--- src/rtl/mem_burst_pkg.sv ---
package mem_burst_pkg;
  typedef enum logic [2:0] {
    ST_IDLE,
    ST_SEL,
    ST_TAR,
    ST_DATA,
    ST_RBUF,
    ST_PUSH
  } seq_state_t;

  localparam logic [2:0] ACK_OK     = 3'b001;
  localparam logic [1:0] A_SELECT   = 2'b10;
  localparam logic [1:0] A_XFERADDR = 2'b01;
  localparam logic [1:0] A_WINDOW   = 2'b11;
  localparam logic [1:0] A_RDBUF    = 2'b11;
  localparam logic [3:0] WIN_BANK   = 4'h0;
  localparam int         SEL_SHIFT  = 24;
endpackage

--- src/rtl/mbs_sel_cache.sv ---
module mbs_sel_cache #(
  parameter int DW = 32
) (
  input  logic          clk,
  input  logic          rst_n,
  input  logic [DW-1:0] cand,
  input  logic          upd,
  output logic          hit
);
  logic [DW-1:0] held_q;

  always_ff @(posedge clk or negedge rst_n) begin
    if (!rst_n)   held_q <= '1;
    else if (upd) held_q <= cand;
  end

  assign hit = (held_q == cand);
endmodule

--- src/rtl/mbs_rd_hold.sv ---
module mbs_rd_hold #(
  parameter int DW = 32
) (
  input  logic          clk,
  input  logic          rst_n,
  input  logic          load,
  input  logic [DW-1:0] load_data,
  output logic          out_valid,
  input  logic          out_ready,
  output logic [DW-1:0] out_data
);
  always_ff @(posedge clk or negedge rst_n) begin
    if (!rst_n) begin
      out_valid <= 1'b0;
      out_data  <= '0;
    end else if (load) begin
      out_valid <= 1'b1;
      out_data  <= load_data;
    end else if (out_valid && out_ready) begin
      out_valid <= 1'b0;
    end
  end
endmodule

--- src/rtl/mbs_txn_pack.sv ---
module mbs_txn_pack
  import mem_burst_pkg::*;
#(
  parameter int DW = 32,
  parameter int AW = 32
) (
  input  seq_state_t    st,
  input  logic          pend,
  input  logic          is_wr,
  input  logic          sel_hit,
  input  logic          wd_valid,
  input  logic [AW-1:0] addr_q,
  input  logic [DW-1:0] sel_val,
  input  logic [DW-1:0] wd_data,
  output logic          txn_valid,
  output logic          txn_apndp,
  output logic          txn_rnw,
  output logic [1:0]    txn_a,
  output logic [DW-1:0] txn_wdata
);
  always_comb begin
    txn_valid = 1'b0;
    txn_apndp = 1'b0;
    txn_rnw   = 1'b0;
    txn_a     = 2'b00;
    txn_wdata = '0;
    unique case (st)
      ST_SEL: begin
        txn_valid = !pend && !sel_hit;
        txn_a     = A_SELECT;
        txn_wdata = sel_val;
      end
      ST_TAR: begin
        txn_valid = !pend;
        txn_apndp = 1'b1;
        txn_a     = A_XFERADDR;
        txn_wdata = DW'(addr_q);
      end
      ST_DATA: begin
        txn_valid = !pend && (!is_wr || wd_valid);
        txn_apndp = 1'b1;
        txn_rnw   = !is_wr;
        txn_a     = A_WINDOW;
        txn_wdata = is_wr ? wd_data : '0;
      end
      ST_RBUF: begin
        txn_valid = !pend;
        txn_rnw   = 1'b1;
        txn_a     = A_RDBUF;
      end
      default: ;
    endcase
  end
endmodule

--- src/rtl/mem_burst_seq.sv ---
module mem_burst_seq
  import mem_burst_pkg::*;
#(
  parameter int DW     = 32,
  parameter int AW     = 32,
  parameter int PORT_W = 8,
  parameter int CNT_W  = 8
) (
  input  logic              clk,
  input  logic              rst_n,
  input  logic              req_valid,
  output logic              req_ready,
  input  logic              req_write,
  input  logic [PORT_W-1:0] req_port,
  input  logic [AW-1:0]     req_addr,
  input  logic [CNT_W-1:0]  req_count,
  input  logic              wd_valid,
  output logic              wd_ready,
  input  logic [DW-1:0]     wd_data,
  output logic              rd_valid,
  input  logic              rd_ready,
  output logic [DW-1:0]     rd_data,
  output logic              txn_valid,
  input  logic              txn_ready,
  output logic              txn_apndp,
  output logic              txn_rnw,
  output logic [1:0]        txn_a,
  output logic [DW-1:0]     txn_wdata,
  input  logic              rsp_valid,
  input  logic [2:0]        rsp_ack,
  input  logic [DW-1:0]     rsp_rdata,
  output logic              done,
  output logic [2:0]        done_status,
  output logic [CNT_W-1:0]  done_words
);
  localparam logic [CNT_W-1:0] ONE = CNT_W'(1);

  seq_state_t        st, push_ret;
  logic              pend, is_wr, first;
  logic [PORT_W-1:0] port_q;
  logic [AW-1:0]     addr_q;
  logic [CNT_W-1:0]  left, words;
  logic [DW-1:0]     sel_val;
  logic              sel_hit, rsp_take, rsp_ok, cache_upd, hold_load;

  assign sel_val   = (DW'(port_q) << SEL_SHIFT) | DW'({WIN_BANK, 4'h0});
  assign rsp_take  = pend && rsp_valid;
  assign rsp_ok    = rsp_ack == ACK_OK;
  assign cache_upd = rsp_take && rsp_ok && (st == ST_SEL);
  assign hold_load = rsp_take && rsp_ok &&
                     ((st == ST_RBUF) || (st == ST_DATA && !is_wr && !first));
  assign req_ready = (st == ST_IDLE);
  assign wd_ready  = (st == ST_DATA) && is_wr && !pend && txn_ready;

  mbs_sel_cache #(.DW(DW)) u_cache (
    .clk(clk), .rst_n(rst_n), .cand(sel_val), .upd(cache_upd), .hit(sel_hit)
  );

  mbs_rd_hold #(.DW(DW)) u_hold (
    .clk(clk), .rst_n(rst_n), .load(hold_load), .load_data(rsp_rdata),
    .out_valid(rd_valid), .out_ready(rd_ready), .out_data(rd_data)
  );

  mbs_txn_pack #(.DW(DW), .AW(AW)) u_pack (
    .st(st), .pend(pend), .is_wr(is_wr), .sel_hit(sel_hit),
    .wd_valid(wd_valid), .addr_q(addr_q), .sel_val(sel_val), .wd_data(wd_data),
    .txn_valid(txn_valid), .txn_apndp(txn_apndp), .txn_rnw(txn_rnw),
    .txn_a(txn_a), .txn_wdata(txn_wdata)
  );

  always_ff @(posedge clk or negedge rst_n) begin
    if (!rst_n) begin
      st          <= ST_IDLE;
      push_ret    <= ST_IDLE;
      pend        <= 1'b0;
      is_wr       <= 1'b0;
      first       <= 1'b0;
      port_q      <= '0;
      addr_q      <= '0;
      left        <= '0;
      words       <= '0;
      done        <= 1'b0;
      done_status <= ACK_OK;
      done_words  <= '0;
    end else begin
      done <= 1'b0;
      if (txn_valid && txn_ready) pend <= 1'b1;
      unique case (st)
        ST_IDLE: if (req_valid) begin
          is_wr  <= req_write;
          port_q <= req_port;
          addr_q <= req_addr;
          left   <= req_count;
          words  <= '0;
          first  <= 1'b1;
          if (req_count == '0) begin
            done        <= 1'b1;
            done_status <= ACK_OK;
            done_words  <= '0;
          end else begin
            st <= ST_SEL;
          end
        end
        ST_PUSH: if (rd_valid && rd_ready) begin
          words <= words + ONE;
          if (push_ret == ST_IDLE) begin
            st          <= ST_IDLE;
            done        <= 1'b1;
            done_status <= ACK_OK;
            done_words  <= words + ONE;
          end else begin
            st <= push_ret;
          end
        end
        default: begin
          if (st == ST_SEL && !pend && sel_hit) begin
            st <= ST_TAR;
          end else if (rsp_take) begin
            pend <= 1'b0;
            if (!rsp_ok) begin
              st          <= ST_IDLE;
              done        <= 1'b1;
              done_status <= rsp_ack;
              done_words  <= words;
            end else if (st == ST_SEL) begin
              st <= ST_TAR;
            end else if (st == ST_TAR) begin
              st <= ST_DATA;
            end else if (st == ST_RBUF) begin
              st       <= ST_PUSH;
              push_ret <= ST_IDLE;
            end else if (is_wr) begin
              left  <= left - ONE;
              words <= words + ONE;
              if (left == ONE) begin
                st          <= ST_IDLE;
                done        <= 1'b1;
                done_status <= ACK_OK;
                done_words  <= words + ONE;
              end
            end else begin
              left  <= left - ONE;
              first <= 1'b0;
              if (first) begin
                if (left == ONE) st <= ST_RBUF;
              end else begin
                st       <= ST_PUSH;
                push_ret <= (left == ONE) ? ST_RBUF : ST_DATA;
              end
            end
          end
        end
      endcase
    end
  end
endmodule

--- config.mk ---
export PLATFORM = sky130hd
export DESIGN_NAME = mem_burst_seq
export DESIGN_NICKNAME = d
export VERILOG_FILES = /design/src/rtl/mem_burst_pkg.sv /design/src/rtl/mbs_sel_cache.sv /design/src/rtl/mbs_rd_hold.sv /design/src/rtl/mbs_txn_pack.sv /design/src/rtl/mem_burst_seq.sv
export SDC_FILE = /design/constraint.sdc
export NUM_CORES = 1
export LEC_CHECK = 0
export BUFFER_PORTS_ARGS = -buffer_cell sky130_fd_sc_hd__buf_2
export CORE_MARGIN = 3
export CORE_UTILIZATION = 33
export CTS_CLUSTER_DIAMETER = 60
export DETAILED_ROUTE_END_ITERATION = 7
export SETUP_SLACK_MARGIN = 0.1
export SLEW_MARGIN = 25
export SYNTH_ARGS = -nofsm -noshare
export SYNTH_HDL_FRONTEND = slang
export SYNTH_SLANG_ARGS = --single-unit
--- constraint.sdc ---
create_clock -name clk -period 2.15 [get_ports clk]
set_input_delay 0.215 -clock clk [delete_from_list [all_inputs] [get_ports clk]]
set_output_delay 0.215 -clock clk [all_outputs]
set_load 0.02 [all_outputs]
======== After elaboration in Yosys (flattened, before gate mapping) ========
Cells that the tools add are included.
word-level totals
  register bits after elaboration ......... 142
  input port bits ......................... 123
cells by class
  equal/unequal tests ..................... 31
  muxes and demuxes ....................... 97
  add/subtract/negate cells ............... 2
  bitwise gates (word level) .............. 5
  reductions and logical operators ........ 42
operators with widths
  cell                                                                 count
  8-bit two-way mux                                                    28
  32-bit case mux with 3 select lines                                  1
  3-bit two-way mux                                                    30
  8-bit case mux with 2 select lines                                   3
  32-bit == test                                                       1
  32-bit two-way mux                                                   1
  1-bit two-way mux                                                    27
  2-bit != test (second input constant)                                9
  9-bit by 3-bit != test with 1-bit output (second input constant)     2
  9-bit AND reduction                                                  2
  4-bit by 3-bit != test with 1-bit output (second input constant)     4
  8-bit AND reduction                                                  2
  1-bit logical AND                                                    15
  3-bit by 2-bit != test with 1-bit output (second input constant)     4
  3-bit case mux with 2 select lines                                   2
  11-bit AND reduction                                                 1
  3-bit nonzero test                                                   3
  8-bit by 1-bit adder with 8-bit output (second input constant)       1
  8-bit by 1-bit == test with 1-bit output (second input constant)     1
  8-bit zero test                                                      1
  2-bit OR reduction                                                   4
  8-bit by 1-bit subtractor with 8-bit output (second input constant)  1
  3-bit by 1-bit == test with 1-bit output (second input constant)     2
  3-bit by 2-bit == test with 1-bit output (second input constant)     2
  other kinds (14)                                                     30

======== Logic depth before layout (Yosys ltp) ========
  depth after elaboration ................. 11
  depth in mapped cells ................... 9
  depth with buffers taken out ............ 7

======== Hierarchy ========
From an unflattened synthesis, not the netlist that was laid out.
second synthesis, totals
  cell total of the unflattened synthesis .. 733
  area total of the unflattened synthesis .. 7353.3 um2
by module, submodules not included
  module         cells an instance  instances  area each (um2)  seq. area each (um2)
  mem_burst_seq  429                1          3756.1           1903.1
  mbs_sel_cache  111                1          1575.3           840.8
  mbs_rd_hold    71                 1          1377.6           825.8
  mbs_txn_pack   122                1          644.4            0.0

======== Least setup slack after synthesis ========
OpenSTA, ideal clock, no wires.
  path type ............................... register -> register
  from .................................... register left[1]
  to ...................................... register st[0]
  data arrival time ....................... 2.037 ns
  required time ........................... 2.024 ns
  setup time .............................. 0.126 ns
  slack ................................... -0.013 ns
  clock period less this slack ............ 2.163 ns
  stages on the path, launching flop included .. 8
  path through ............................ dfrtp_1 > inv_1 > ha_1 > or4b_4 > nor4_4 > o311ai_0 > and3_1 > o32a_1
between the ends
  word-level cells in the longest chain between the ends .. 3
  elaborated cells on any way between the ends .. 4
  those cells by class .................... eq/ne (3); reduce/logical (1)
RTL lines
  what                                                       RTL line                                    text
  start, declared                                            mem_burst_seq.sv:42                         logic [CNT_W-1:0] left, words;
  start signal, assigned                                     mem_burst_seq.sv:93                         left <= req_count;
  start signal, assigned                                     mem_burst_seq.sv:133                        left <= left - ONE;
  start signal, assigned                                     mem_burst_seq.sv:142                        left <= left - ONE;
  8-bit by 1-bit == test with 1-bit output *                 mem_burst_seq.sv:135, mem_burst_seq.sv:145
  9-bit by 3-bit != test with 1-bit output (no source line)  n/a
  6-bit AND reduction (no source line) *                     n/a
  end signal, assigned                                       mem_burst_seq.sv:112                        st <= push_ret;
  end, declared                                              mem_burst_seq.sv:38                         seq_state_t st, push_ret;
Every way passes the cells marked *; elsewhere a longest branch is shown, timed or not.
A chain may end at the register's enable or synchronous reset.

======== Worst setup path in the final report ========
  from .................................... register st[2]
  to ...................................... output port txn_wdata[20]
between the ends
  word-level cells in the longest chain between the ends .. 2
  elaborated cells on any way between the ends .. 4
  those cells by class .................... eq/ne (3); mux (1)
RTL lines
  what                                                                                                         RTL line             text
  3-bit by 2-bit == test with 1-bit output / 3-bit by 1-bit == test with 1-bit output (equally long branches)  mbs_txn_pack.sv:27   unique case (st)
  32-bit case mux with 3 select lines *                                                                        mbs_txn_pack.sv:27
  end, declared                                                                                                mem_burst_seq.sv:28  output logic [DW-1:0] txn_wdata,
Marked as above.

==> results.ini <==
[place]
portBuffers = 206
hpwl_um = 11700
gp_congestion = 0.874

[critical_path]
slowest_delay_ns = 0.39
crit_family = buffers and inverters
reg2reg_depth = 8
cpMostUsedCell = buf_6
crit_type = flop to output pin
crit_cells = 9
worstPathRequired_ns = 1.93
path_buf_inv = 6
crit_path_start_kind = flop
path_cells = buf_6, nand2b_4, buf_6, nor2_4, buf_6, buf_6, buf_16, a22o_1, buf_6
critPathArrivalTime_ns = 1.93
slowest_stage = dfrtp_1
cp_max_fo = 7
cp-end-kind = output pin

[power]
power_leakage_uw = 0.00453
power_density_mw_per_mm2 = 1320
ir_drop_mv = 0.706

[drt]
wl_per_cell_um = 16.0
ant_nets = 0
viasPerCell = 4.99
drt_iter0_drc = 264
drc = 0
vias = 5545
first_pass_iters = 5
wl_um = 17800

[floorplan]
core_sq_mm = 0.0169
die_h_um = 139
die_x_um = 139
rows = 47
start_util = 0.344
io_pins = 207
dieArea_sq_mm = 0.0193

[grt]
grtUsageTotal = 0.181
grt_max_degree = 49
grt_pass1_vias = 5668
grt_pass1_wl_um = 28500
grt_overflow = 0
antenna_found_initial = 1

[cts]
clockBufferDepth = 2
numCtsBuffers = 17
cts.sinks = 118
cts_root_buf = clkbuf_16
cts_max_level = 4
clock_latency_ns = 0.42
cts_tree = yes
path_clk_slew_ns = 0.06

[sta]
period_share = 0.997
holdWs_ns = 0.0135
setup_viol = 0
fmax_ghz = 0.466
fin_tns_setup_ns = 0
slew_headroom = 0.618
rsz0062_at_grt = true
finalHoldViolCount = 0
worst-slew-pin-transition_ns = 0.574
report.final.slew_viol_count = 0
skew_ns = 0.00778
min_period_ns = 2.14

[yosys]
syn_area_per_cell_sq_um = 9.85
yosysMostFrequentCell = nand2_1
syn_inst = 592
ys_async_sr_fraction = 1.00
synth_edf_count = 0
synth_commonest_cells = nand2_1, dfrtp_1, mux2_2
synthTopCellsByArea = dfrtp_1, mux2_2, nand2_1
synth_top_area_frac = 0.464
ys_seq_elements = 118
yosys.area.top_type = dfrtp_1
seq_area_frac_synth = 0.509
yosys_most_used_dff = dfrtp_1
syn-num-nets = 718
synth_cell_types = 56
ys_warn_count = 0
synth_area_sq_mm = 0.00583

[final_layout]
fin_nets = 1005
multiInputGateArea_sq_mm = 0.00282
num-fill-cells = 1507
syn2layout_area_growth_pct = 53.0
regArea_sq_mm = 0.00297
diodes = 0
drive_gt1_frac = 0.443

[flow_run]
drv_cap = 0

[outcome]
status = complete, no violations

[worst_hold_path]
holdPathStages = 3
hp-class = input port to flop

-- power by group --
part / switching (uW) / internal (uW)
clock network: 1080 / 1620
registers: 615 / 3020
logic: 2870 / 2600
total: 4560 / 7250
-- state kept, by name (all words and copies together) (netlist names) --
signal / count
pend: 1
addr_q: 32
u_hold.out_data: 32
done_words: 8
first: 1
st: 3
u_hold.out_valid: 1
done_status: 3
port_q: 8
words: 8
push_ret: 2
is_wr: 1
u_cache.held_q: 9
done: 1
left: 8
-- metrics by stage --
step | cells | setup WS (ns) | total power [uW] | util | cell area [sq um]
4_1_cts | 1106 | -0.00607 | 11600 | 0.519 | 8780
3_3_place_gp | 1024 | 0.0286 | 7840 | 0.436 | 7380
6_report | 1112 | 0.00578 | 11800 | 0.527 | 8920
3_5_place_dp | 1024 | 0.0123 | 7900 | 0.436 | 7380
2_1_floorplan | 592 | 0.0750 | 6270 | - | 5840
5_1_grt | 1112 | -0.103 | 12500 | 0.527 | 8920
-- cells in the final DEF, fill, tap and decap left out, types with 26 or more instances in the layout --
cell	synthesis	final
a22o_1	26	26
buf_6	0	38
buf_2	6	169
mux2_2	51	50
o21ai_0	35	35
dlygate4sd3_1	0	32
nand2_1	137	136
dfrtp_1	108	105
buf_4	1	49
nor2_1	29	27
-- logic make-up after synthesis --
group | synth area share
AND/OR/NAND/NOR | 0.169
AO/OA/AOI/OAI | 0.150
adder cells (fa/ha/maj) | 0.00816
flip-flops | 0.509
XOR/XNOR | 0.0135
multiplexers | 0.116
buffers and inverters | 0.0354
-- worst min-delay path: stages --
cell     delay (ns)
buf_2          0.08
nand2_1        0.04
nand2_1        0.06
-- area by class of cell --
cell class / count / area share
clock buffers: 18 / 0.0492
flip-flops and latches: 118 / 0.333
repair buffers: 300 / 0.249
well taps: 220 / 0.0309
clock inverters: 14 / 0.0143
multi-input cells: 422 / 0.316
inverters: 20 / 0.00842
-- what timing repair did --
item / 4_1_cts / 5_1_grt
setup buffers: 16 / 6
pin swaps: 25 / 13
resized for setup: 85 / 26
endpoints found under the setup margin: 50 / 51
endpoints found under the hold margin: 66 / 0
gates cloned: 3 / 1
hold buffers: 32 / 0
-- layer usage --
| metal | global-route usage | routed length (um) |
|---|---|---|
| met5 | 0 | 13 |
| met4 | 0.0798 | 480 |
| met1 | 0.235 | 7860 |
| met3 | 0.0569 | 1260 |
| met2 | 0.279 | 8160 |
-- worst paths after layout --
check | startpoint | to | slack (ns)
max | st[2] | txn_wdata[20] | 0.006
min | req_addr[27] | addr_q[27] | 0.01
max reg2reg | left[1] | st[2] | 0.03
min reg2reg | addr_q[10] | addr_q[10] | 0.47
max in group asynchronous | rst_n | done_status[0] | 1.13
min in group asynchronous | rst_n | addr_q[30] | 0.31
Note: power is estimated with default switching activity, not from simulation.
